[config.mk]
export PLATFORM = sky130hd
export DESIGN_NAME = sinc3_multi_decim
export DESIGN_NICKNAME = d
export VERILOG_FILES = /design/src/rtl/sinc3_multi_decim.sv
export SDC_FILE = /design/constraint.sdc
export NUM_CORES = 2
export LEC_CHECK = 0
export BUFFER_PORTS_ARGS = -buffer_cell sky130_fd_sc_hd__buf_2
export CORE_MARGIN = 8
export CORE_UTILIZATION = 60
export CTS_CLUSTER_DIAMETER = 80
export DETAILED_ROUTE_END_ITERATION = 10
export GPL_TIMING_DRIVEN = 0
export HOLD_SLACK_MARGIN = 0.03
export MAX_ROUTING_LAYER = met4
export PLACE_DENSITY = 0.75
export RECOVER_POWER = 100
export SYNTH_ARGS = -nofsm -noshare
export SYNTH_HDL_FRONTEND = slang
export SYNTH_SLANG_ARGS = --single-unit
[constraint.sdc]
create_clock -name clk -period 6.7 [get_ports clk]
set_input_delay 0.335 -clock clk [delete_from_list [all_inputs] [get_ports clk]]
set_output_delay 0.335 -clock clk [all_outputs]
set_load 0.005 [all_outputs]
[src/rtl/sinc3_multi_decim.sv]
module sinc3_multi_decim #(
  parameter int N_CH        = 4,
  parameter int OSR_MIN_LOG = 5,
  parameter int MCLK_DIV    = 4,
  parameter int TO_W        = 8,
  parameter int CNT_W       = 16,
  localparam int OSR_MAX_LOG = OSR_MIN_LOG + 3,
  localparam int W           = 3 * OSR_MAX_LOG + 2,
  localparam int GD_W        = OSR_MAX_LOG + 2
) (
  input  logic                 clk,
  input  logic                 rst_n,
  input  logic [1:0]           osr_sel,
  input  logic [TO_W-1:0]      fault_timeout,
  input  logic                 pwm_trig,
  output logic                 mod_clk,
  input  logic [N_CH-1:0]      mclk_fb,
  input  logic [N_CH-1:0]      mdat,
  output logic [N_CH*W-1:0]    out_data,
  output logic                 out_strobe,
  output logic                 out_valid,
  output logic [CNT_W-1:0]     out_count,
  output logic [GD_W-1:0]      group_delay,
  output logic [N_CH-1:0]      mclk_fault
);
  localparam int DIV_W = (MCLK_DIV > 2) ? $clog2(MCLK_DIV) : 1;
  localparam int DEC_W = OSR_MAX_LOG;

  logic [1:0]       osr_q;
  logic [DIV_W-1:0] div_cnt;
  logic [DEC_W-1:0] dec_cnt, dec_last;
  logic [1:0]       settle;
  logic             y_vld;
  logic [CNT_W-1:0] dec_total;
  logic             tick, dec_now;

  always_ff @(posedge clk)
    if (!rst_n) osr_q <= osr_sel;

  assign dec_last    = DEC_W'(({{DEC_W{1'b0}}, 1'b1} << (OSR_MIN_LOG + osr_q)) - 1'b1);
  assign group_delay = GD_W'(3 * (32'd1 << (OSR_MIN_LOG + osr_q)) + 3);
  assign mod_clk     = (div_cnt < DIV_W'(MCLK_DIV / 2));
  assign tick        = (div_cnt == DIV_W'(MCLK_DIV - 1));
  assign dec_now     = tick && (dec_cnt == dec_last);

  always_ff @(posedge clk)
    if (!rst_n) begin
      div_cnt    <= '0;
      dec_cnt    <= '0;
      settle     <= '0;
      y_vld      <= 1'b0;
      dec_total  <= '0;
      out_strobe <= 1'b0;
      out_valid  <= 1'b0;
      out_count  <= '0;
    end else begin
      div_cnt    <= tick ? '0 : div_cnt + 1'b1;
      out_strobe <= pwm_trig;
      if (tick) dec_cnt <= dec_now ? '0 : dec_cnt + 1'b1;
      if (dec_now) begin
        dec_total <= dec_total + 1'b1;
        y_vld     <= (settle == 2'd3);
        if (settle != 2'd3) settle <= settle + 1'b1;
      end
      if (pwm_trig) begin
        out_count <= dec_now ? dec_total + 1'b1 : dec_total;
        out_valid <= dec_now ? (settle == 2'd3) : y_vld;
      end
    end

  for (genvar c = 0; c < N_CH; c++) begin : g_ch
    logic signed [W-1:0] x, i1, i2, i3, d1, d2, d3, c1, c2, c3, y_q, o_q;
    logic [2:0]          fs;
    logic [TO_W-1:0]     to_cnt;
    logic                flt;

    assign x  = mdat[c] ? W'(1) : {W{1'b1}};
    assign c1 = i3 - d1;
    assign c2 = c1 - d2;
    assign c3 = c2 - d3;

    always_ff @(posedge clk)
      if (!rst_n) begin
        i1 <= '0; i2 <= '0; i3 <= '0;
        d1 <= '0; d2 <= '0; d3 <= '0;
        y_q <= '0; o_q <= '0;
      end else begin
        if (tick) begin
          i1 <= i1 + x;
          i2 <= i2 + i1;
          i3 <= i3 + i2;
        end
        if (dec_now) begin
          d1  <= i3;
          d2  <= c1;
          d3  <= c2;
          y_q <= c3;
        end
        if (pwm_trig) o_q <= dec_now ? c3 : y_q;
      end

    always_ff @(posedge clk)
      if (!rst_n) begin
        fs     <= '0;
        to_cnt <= '0;
        flt    <= 1'b0;
      end else begin
        fs <= {fs[1:0], mclk_fb[c]};
        if (fs[2:1] == 2'b01) to_cnt <= '0;
        else if (to_cnt != '1) to_cnt <= to_cnt + 1'b1;
        if (fault_timeout != '0 && to_cnt >= fault_timeout) flt <= 1'b1;
      end

    assign out_data[c*W +: W] = o_q;
    assign mclk_fault[c]      = flt;
  end


  trig_latch_chk: assert property (@(posedge clk) disable iff (!rst_n)
    !pwm_trig |=> ($stable(out_count) && $stable(out_valid)));


  strobe_src_chk: assert property (@(posedge clk) disable iff (!rst_n)
    out_strobe |-> $past(pwm_trig));


  valid_settle_chk: assert property (@(posedge clk) disable iff (!rst_n)
    out_valid |-> (settle == 2'd3));


  fault_sticky_chk: assert property (@(posedge clk) disable iff (!rst_n)
    (mclk_fault != '0) |=> ((mclk_fault & $past(mclk_fault)) == $past(mclk_fault)));


  modclk_rise_chk: assert property (@(posedge clk) disable iff (!rst_n)
    tick |=> mod_clk);


  cfg_hold_chk: assert property (@(posedge clk) disable iff (!rst_n)
    1'b1 |=> $stable(group_delay));
endmodule

# Yosys cells after proc, flatten, opt, wreduce, memory -nomap -nowiden
# Cells that the tools add are included.
[word_totals]
inputBits = 21
reg_bits = 929
[op_classes]
n_eq_ne = 12
n_lt_le_gt_ge = 5
multipliers = 1
bitwise = 1
n_mux = 11
addsub = 35
shift = 2
n_reduce_logical = 12
[ops]
columns = ["operator", "count"]
rows = [
  ["adder 26 bit", 12],
  ["subtractor 26 bit", 12],
  ["2-to-1 mux 26 bit", 8],
  ["adder 8 x 1 -> 8 bit (second input constant)", 5],
  [">= comparator 8 bit", 4],
  ["multiplier 2 x 32 -> 10 bit (first input constant)", 1],
  ["inequality test 8 bit (second input constant)", 4],
  ["left shift 1 x 4 -> 32 bit (first input constant)", 1],
  ["adder 16 x 1 -> 16 bit (second input constant)", 1],
  ["2-to-1 mux 16 bit", 1],
  ["adder 10 x 2 -> 10 bit (second input constant)", 1],
  ["OR reduction 2 bit", 5],
  ["== test 2 x 1 -> 1 bit (second input constant)", 4],
  ["== test 8 bit", 1],
  ["2-to-1 mux 8 bit", 1],
  ["nonzero test 8 bit", 1],
  ["left shift 1 x 4 -> 8 bit (first input constant)", 1],
  ["subtractor 8 x 1 -> 8 bit (second input constant)", 1],
  ["logical AND 1 bit", 5],
  ["adder 2 x 1 -> 2 bit (second input constant)", 2],
  ["adder 3 x 2 -> 4 bit (first input constant)", 1],
  ["== test 2 bit (second input constant)", 2],
  ["less-than comparator 2 bit (second input constant)", 1],
  ["inequality test 2 bit (second input constant)", 1],
  ["3 further kinds", 3],
]

# Logic depth before layout (Yosys ltp)
[logic_depth]
depth_word = 6
depth_mapped = 34

# Worst setup path after synthesis
# OpenSTA, ideal clock, no wires.
[synth_path]
path_kind = "reg-to-reg"
startpoint = "register g_ch[3].i3[0]"
endpoint = "register g_ch[3].o_q[25]"
setup_slack_ns = 0.575
setup_time_ns = 0.132
arrival_ns = 5.993
path_stages_with_launch = 34
t_required_ns = 6.568
period_less_slack_ns = 6.125
cell_sequence = "dfxtp_1 > inv_1 > ha_1 > fa_1 > nor2b_1 > o21ai_0 > a21boi_0 > o21a_1 > o21ai_0 > a21boi_0 > o21ai_0 > nand2b_1 > a21oi_1 > xnor2_1 > ha_1 > o21ai_0 > nand2b_1 > and3_1 > a41o_1 > a22o_1 > or2_2 > a21boi_0 > xnor2_1 > ha_1 > a21oi_1 > inv_1 > a2111o_1 > a311oi_1 > o21bai_1 > a21oi_1 > xnor2_1 > xnor2_1 > mux2i_1 > a21oi_1"
[synth_between]
elab_chain_len = 4
[synth_rtl]
columns = ["item", "line_no", "source"]
rows = [
  ["start, declared", "72", "logic signed [W-1:0] x, i1, i2, i3, d1, d2, d3, c1, c2, c3, y_q, o_q;"],
  ["start signal, assigned", "91", "i3 <= i3 + i2;"],
  ["subtractor 26 bit", "78", "assign c1 = i3 - d1;"],
  ["via g_ch[3].c1[10]", "72", ""],
  ["subtractor 26 bit", "79", "assign c2 = c1 - d2;"],
  ["via g_ch[3].c2[20]", "72", ""],
  ["subtractor 26 bit", "80", "assign c3 = c2 - d3;"],
  ["2-to-1 mux 26 bit", "n/a", ""],
  ["end signal, assigned", "99", "if (pwm_trig) o_q <= dec_now ? c3 : y_q;"],
  ["end, declared", "72", ""],
]
# The timed path passes the listed nets, and every way through them passes these cells.
# A chain may end at the register's enable or synchronous reset.

# Worst setup path in the final report
[layout_path]
startpoint = "register g_ch[3].i3[0]"
endpoint = "register g_ch[3].o_q[20]"
# Same word-level chain as after synthesis.

==> flow_metrics.py <==
metrics = {
    "clock_network": {
        "insertion_delay_ns": 0.70,
        "clock_sinks": 929,
        "clkTransAtPathRegs_ns": 0.06,
        "cts_buffers": 101,
        "cts-root-buf": "clkbuf_16",
        "htreeDepth": 3,
        "cts_tree": "done",
        "cts_buffer_depth": 3,
    },
    "global_route": {
        "grt_pass1_vias": 50000,
        "grt_pass1_wl_mm": 280,
        "grt_max_degree": 28,
        "grt_overflow_total": 0,
        "track_usage": 0.319,
        "antenna_found_initial": 4,
    },
    "floorplan": {
        "die_h_um": 333,
        "ios": 158,
        "core_mm2": 0.0999,
        "dieArea_mm2": 0.111,
        "start_util": 0.604,
        "die_x_um": 333,
        "row_count": 116,
    },
    "timing": {
        "fin_crit_ns": 6.52,
        "final-setup-viol-count": 0,
        "slew_headroom": -0.145,
        "fin_ws_ns": 0.180,
        "tightestPinTransition_ns": 1.72,
        "finClkSkew_ns": 0.0232,
        "finalCritPeriodShare": 0.973,
        "maxSlewViolCount": 11,
        "max_freq_mhz": 153,
        "rsz0062_at_grt": "yes",
        "fin_setup_tns_ns": 0,
        "hold_viol": 0,
    },
    "layout": {
        "final_cell_mix": "dfxtp_1 (923), nand2_1 (910), nor2_1 (858), a21oi_1 (827), ha_1 (644)",
        "nets": 8589,
        "final_area_mm2": 0.0666,
        "layout_commonest_cell": "dfxtp_1",
        "area_growth_pct": 10.5,
        "drive_gt1_frac": 0.0426,
    },
    "worst_setup_path": {
        "crit_arrival_ns": 7.06,
        "path_class": "flop to flop",
        "r2r-end": "g_ch[3].o_q[20]",
        "reg2reg_from": "g_ch[3].i3[0]",
        "crit_path_start": "g_ch[3].i3[0]",
        "r2r_slack_ns": 0.18,
        "end_kind": "flop",
        "crit_path_end": "g_ch[3].o_q[20]",
        "worstSetupStartpointType": "flop",
        "crit_fanout": 5,
        "reg2reg_depth": 27,
        "cp.required_ns": 7.24,
    },
    "synth": {
        "yosysWarnings": 0,
        "synthFlopType": "dfxtp_1",
        "yosys.area.top_type": "dfxtp_1",
        "synth.area.top_cells": "dfxtp_1 (31%), ha_1 (13%), a21oi_1 (6.9%)",
        "synth_seq_cells": 929,
        "syn_inst": 7614,
        "ys_types": 91,
        "seq_area_frac_synth": 0.309,
        "synthesis.area_mm2": 0.0603,
        "yosysTopAreaCellShare": 0.308,
        "synthArstFlopShare": 0,
        "synth.avg_cell_area_um2": 7.92,
        "synth-edff-count": 2,
    },
    "routing": {
        "dr.pass1.iters": 6,
        "drc_errors": 0,
        "num_vias": 54900,
        "avgRoutedWirePerCell_um": 19.5,
        "drt-initial-drc-count": 4618,
        "ant_nets": 0,
        "avgViaCountPerCell": 5.92,
        "wirelength_mm": 181,
    },
    "power": {
        "p_int_w": 0.0118,
        "pwr-share-comb": 0.362,
        "pwr-share-seq": 0.312,
        "totalPowerFinal_w": 0.0183,
        "power_switching_w": 0.00646,
        "irDropWorstVdd_mv": 0.194,
        "p_leak_nw": 27.7,
        "p_per_area_mw_per_mm2": 275,
        "sw_frac_of_total": 0.353,
        "power_frac_clock": 0.327,
    },
    "placement": {
        "hpwl_mm": 138,
        "numPortBuffers": 150,
        "gp_congestion": 0.957,
        "place_ws_ns": -0.266,
        "place_area_mm2": 0.0627,
    },
    "run_status": {
        "status": "finished with violations",
        "failed_checks": "capacitance limit, slew limit",
    },
    "flow_run": {
        "maxCapViolCount": 1,
    },
    "min_path": {
        "hold_class": "input port to flop",
    },
}
timing repair:
item	CTS	global route
gates resized for setup	15	77
endpoints found under the setup margin	13	56
hold endpoints to repair	6	0
pin swaps	3	28
setup buffers	3	15
hold buffers	6	0
power by group through the flow:
stage | clock network, W | registers [W] | logic [W]
detailed placement | 0 | 0.00582 | 0.00610
global placement | 0 | 0.00582 | 0.00602
finish | 0.00598 | 0.00570 | 0.00662
CTS | 0.00600 | 0.00570 | 0.00620
floorplan | 0 | 0.00579 | 0.00462
global route | 0.00624 | 0.00571 | 0.00714
sequential cells by signal, summed over array words and instances, names as in the netlist, 12 cells and up:
name         flops
g_ch.o_q       104
g_ch.d3        104
g_ch.to_cnt     32
g_ch.d1        104
g_ch.i2        104
out_count       16
g_ch.i1        104
g_ch.i3        104
g_ch.y_q       104
g_ch.fs         12
dec_total       16
g_ch.d2        104
how the worst min path moves through the flow:
stage / from / endpoint / slack, ns / depth (start not counted)
floorplan: div_cnt[0] / div_cnt[0] / 0.40 / 1
global placement: div_cnt[0] / div_cnt[0] / 0.41 / 1
detailed placement: div_cnt[0] / div_cnt[0] / 0.42 / 1
CTS: fault_timeout[3] / g_ch[0].flt / 0.12 / 5
global route: fault_timeout[3] / g_ch[0].flt / 0.18 / 5
finish: fault_timeout[3] / g_ch[0].flt / 0.16 / 5
critical path, cell delays in order, from the launching register on:
cell and delay, ns:
dfxtp_2 0.35, inv_1 0.05, ha_1 0.22, fa_2 0.37, nor2b_2 0.12, o21ai_1 0.09, a21boi_2 0.17, o21a_1 0.20
nor2_1 0.06, xnor2_1 0.30, ha_1 0.36, a21oi_1 0.21, nand4_1 0.20, a21o_1 0.23, a21oi_1 0.22, xnor2_1 0.32
ha_1 0.40, a21o_1 0.20, a21o_1 0.17, a21o_1 0.17, a31oi_1 0.33, o21ai_1 0.23, a311o_1 0.45, a21oi_1 0.22
xor2_1 0.28, nor2_1 0.08, a21oi_1 0.25, a211oi_1 0.12
synth_stat cells, types with 11 or more instances:
library cell  instances
and3_1               53
dfxtp_1             927
o211ai_1             26
a21oi_1             835
nand2b_1             92
and4_1               11
nor2b_1              87
or3_1                37
o21ai_0             360
buf_1                20
nor3_1              126
a21boi_0             27
and2_1               63
a211oi_1            163
a21o_1              259
nand3_1             106
xor2_1              197
ha_1                647
o21a_1               74
nor2_1              859
o21bai_1             61
xnor2_1             342
o31a_1               17
nand2_1             910
nor4_1               16
a2111oi_0            12
o31ai_1              26
nand4_1              36
a311oi_1             12
o2111ai_1            12
fa_1                 24
a211o_1              17
a31o_2               15
a221o_1              11
inv_1               476
clkbuf_1            253
mux2i_1             169
or2_2                11
a31oi_1              57
routing by layer:
metal	wire (um)	vias up	global-route usage	part of all wire
met3	14300	338	0.0457	0.079
met4	7250	0	0.119	0.040
met1	83100	25500	0.435	0.46
met5	0	-	-	0
li1	-	27100	-	-
met2	76600	1968	0.478	0.42
stage by stage:
stage               hold slack [ns]  cells   util
detailed placement            0.419   9067  0.628
CTS                           0.119   9262  0.665
global route                  0.182   9279  0.667
finish                        0.159   9280  0.667
global placement              0.414   9067  0.628
floorplan                     0.404   7619      -
logic make-up (layout without fill, tap and decap cells):
logic type	after synthesis	in the layout	synth area share
muxes	172	172	0.0286
other	2	9	0.000125
DFF	929	929	0.309
AOI/OAI and AO/OA	2102	2102	0.217
adders and majority gates	671	671	0.142
and+or+nand+nor	2438	2438	0.176
xor gates and xnor gates	542	542	0.0793
buffers and inverters	758	1119	0.0477
layout make-up:
cell class / count / area [um^2]
Antenna cell: 2 / 5.00
Buffer: 281 / 1090
Clock buffer: 135 / 2870
Clock inverter: 51 / 659
Fill cell: 8633 / 33200
Inverter: 477 / 1790
Multi-Input combinational cell: 5932 / 39100
Sequential cell: 929 / 18600
Tap cell: 1298 / 1620
Timing Repair Buffer: 175 / 807
Power figures use the tool's default switching activity.
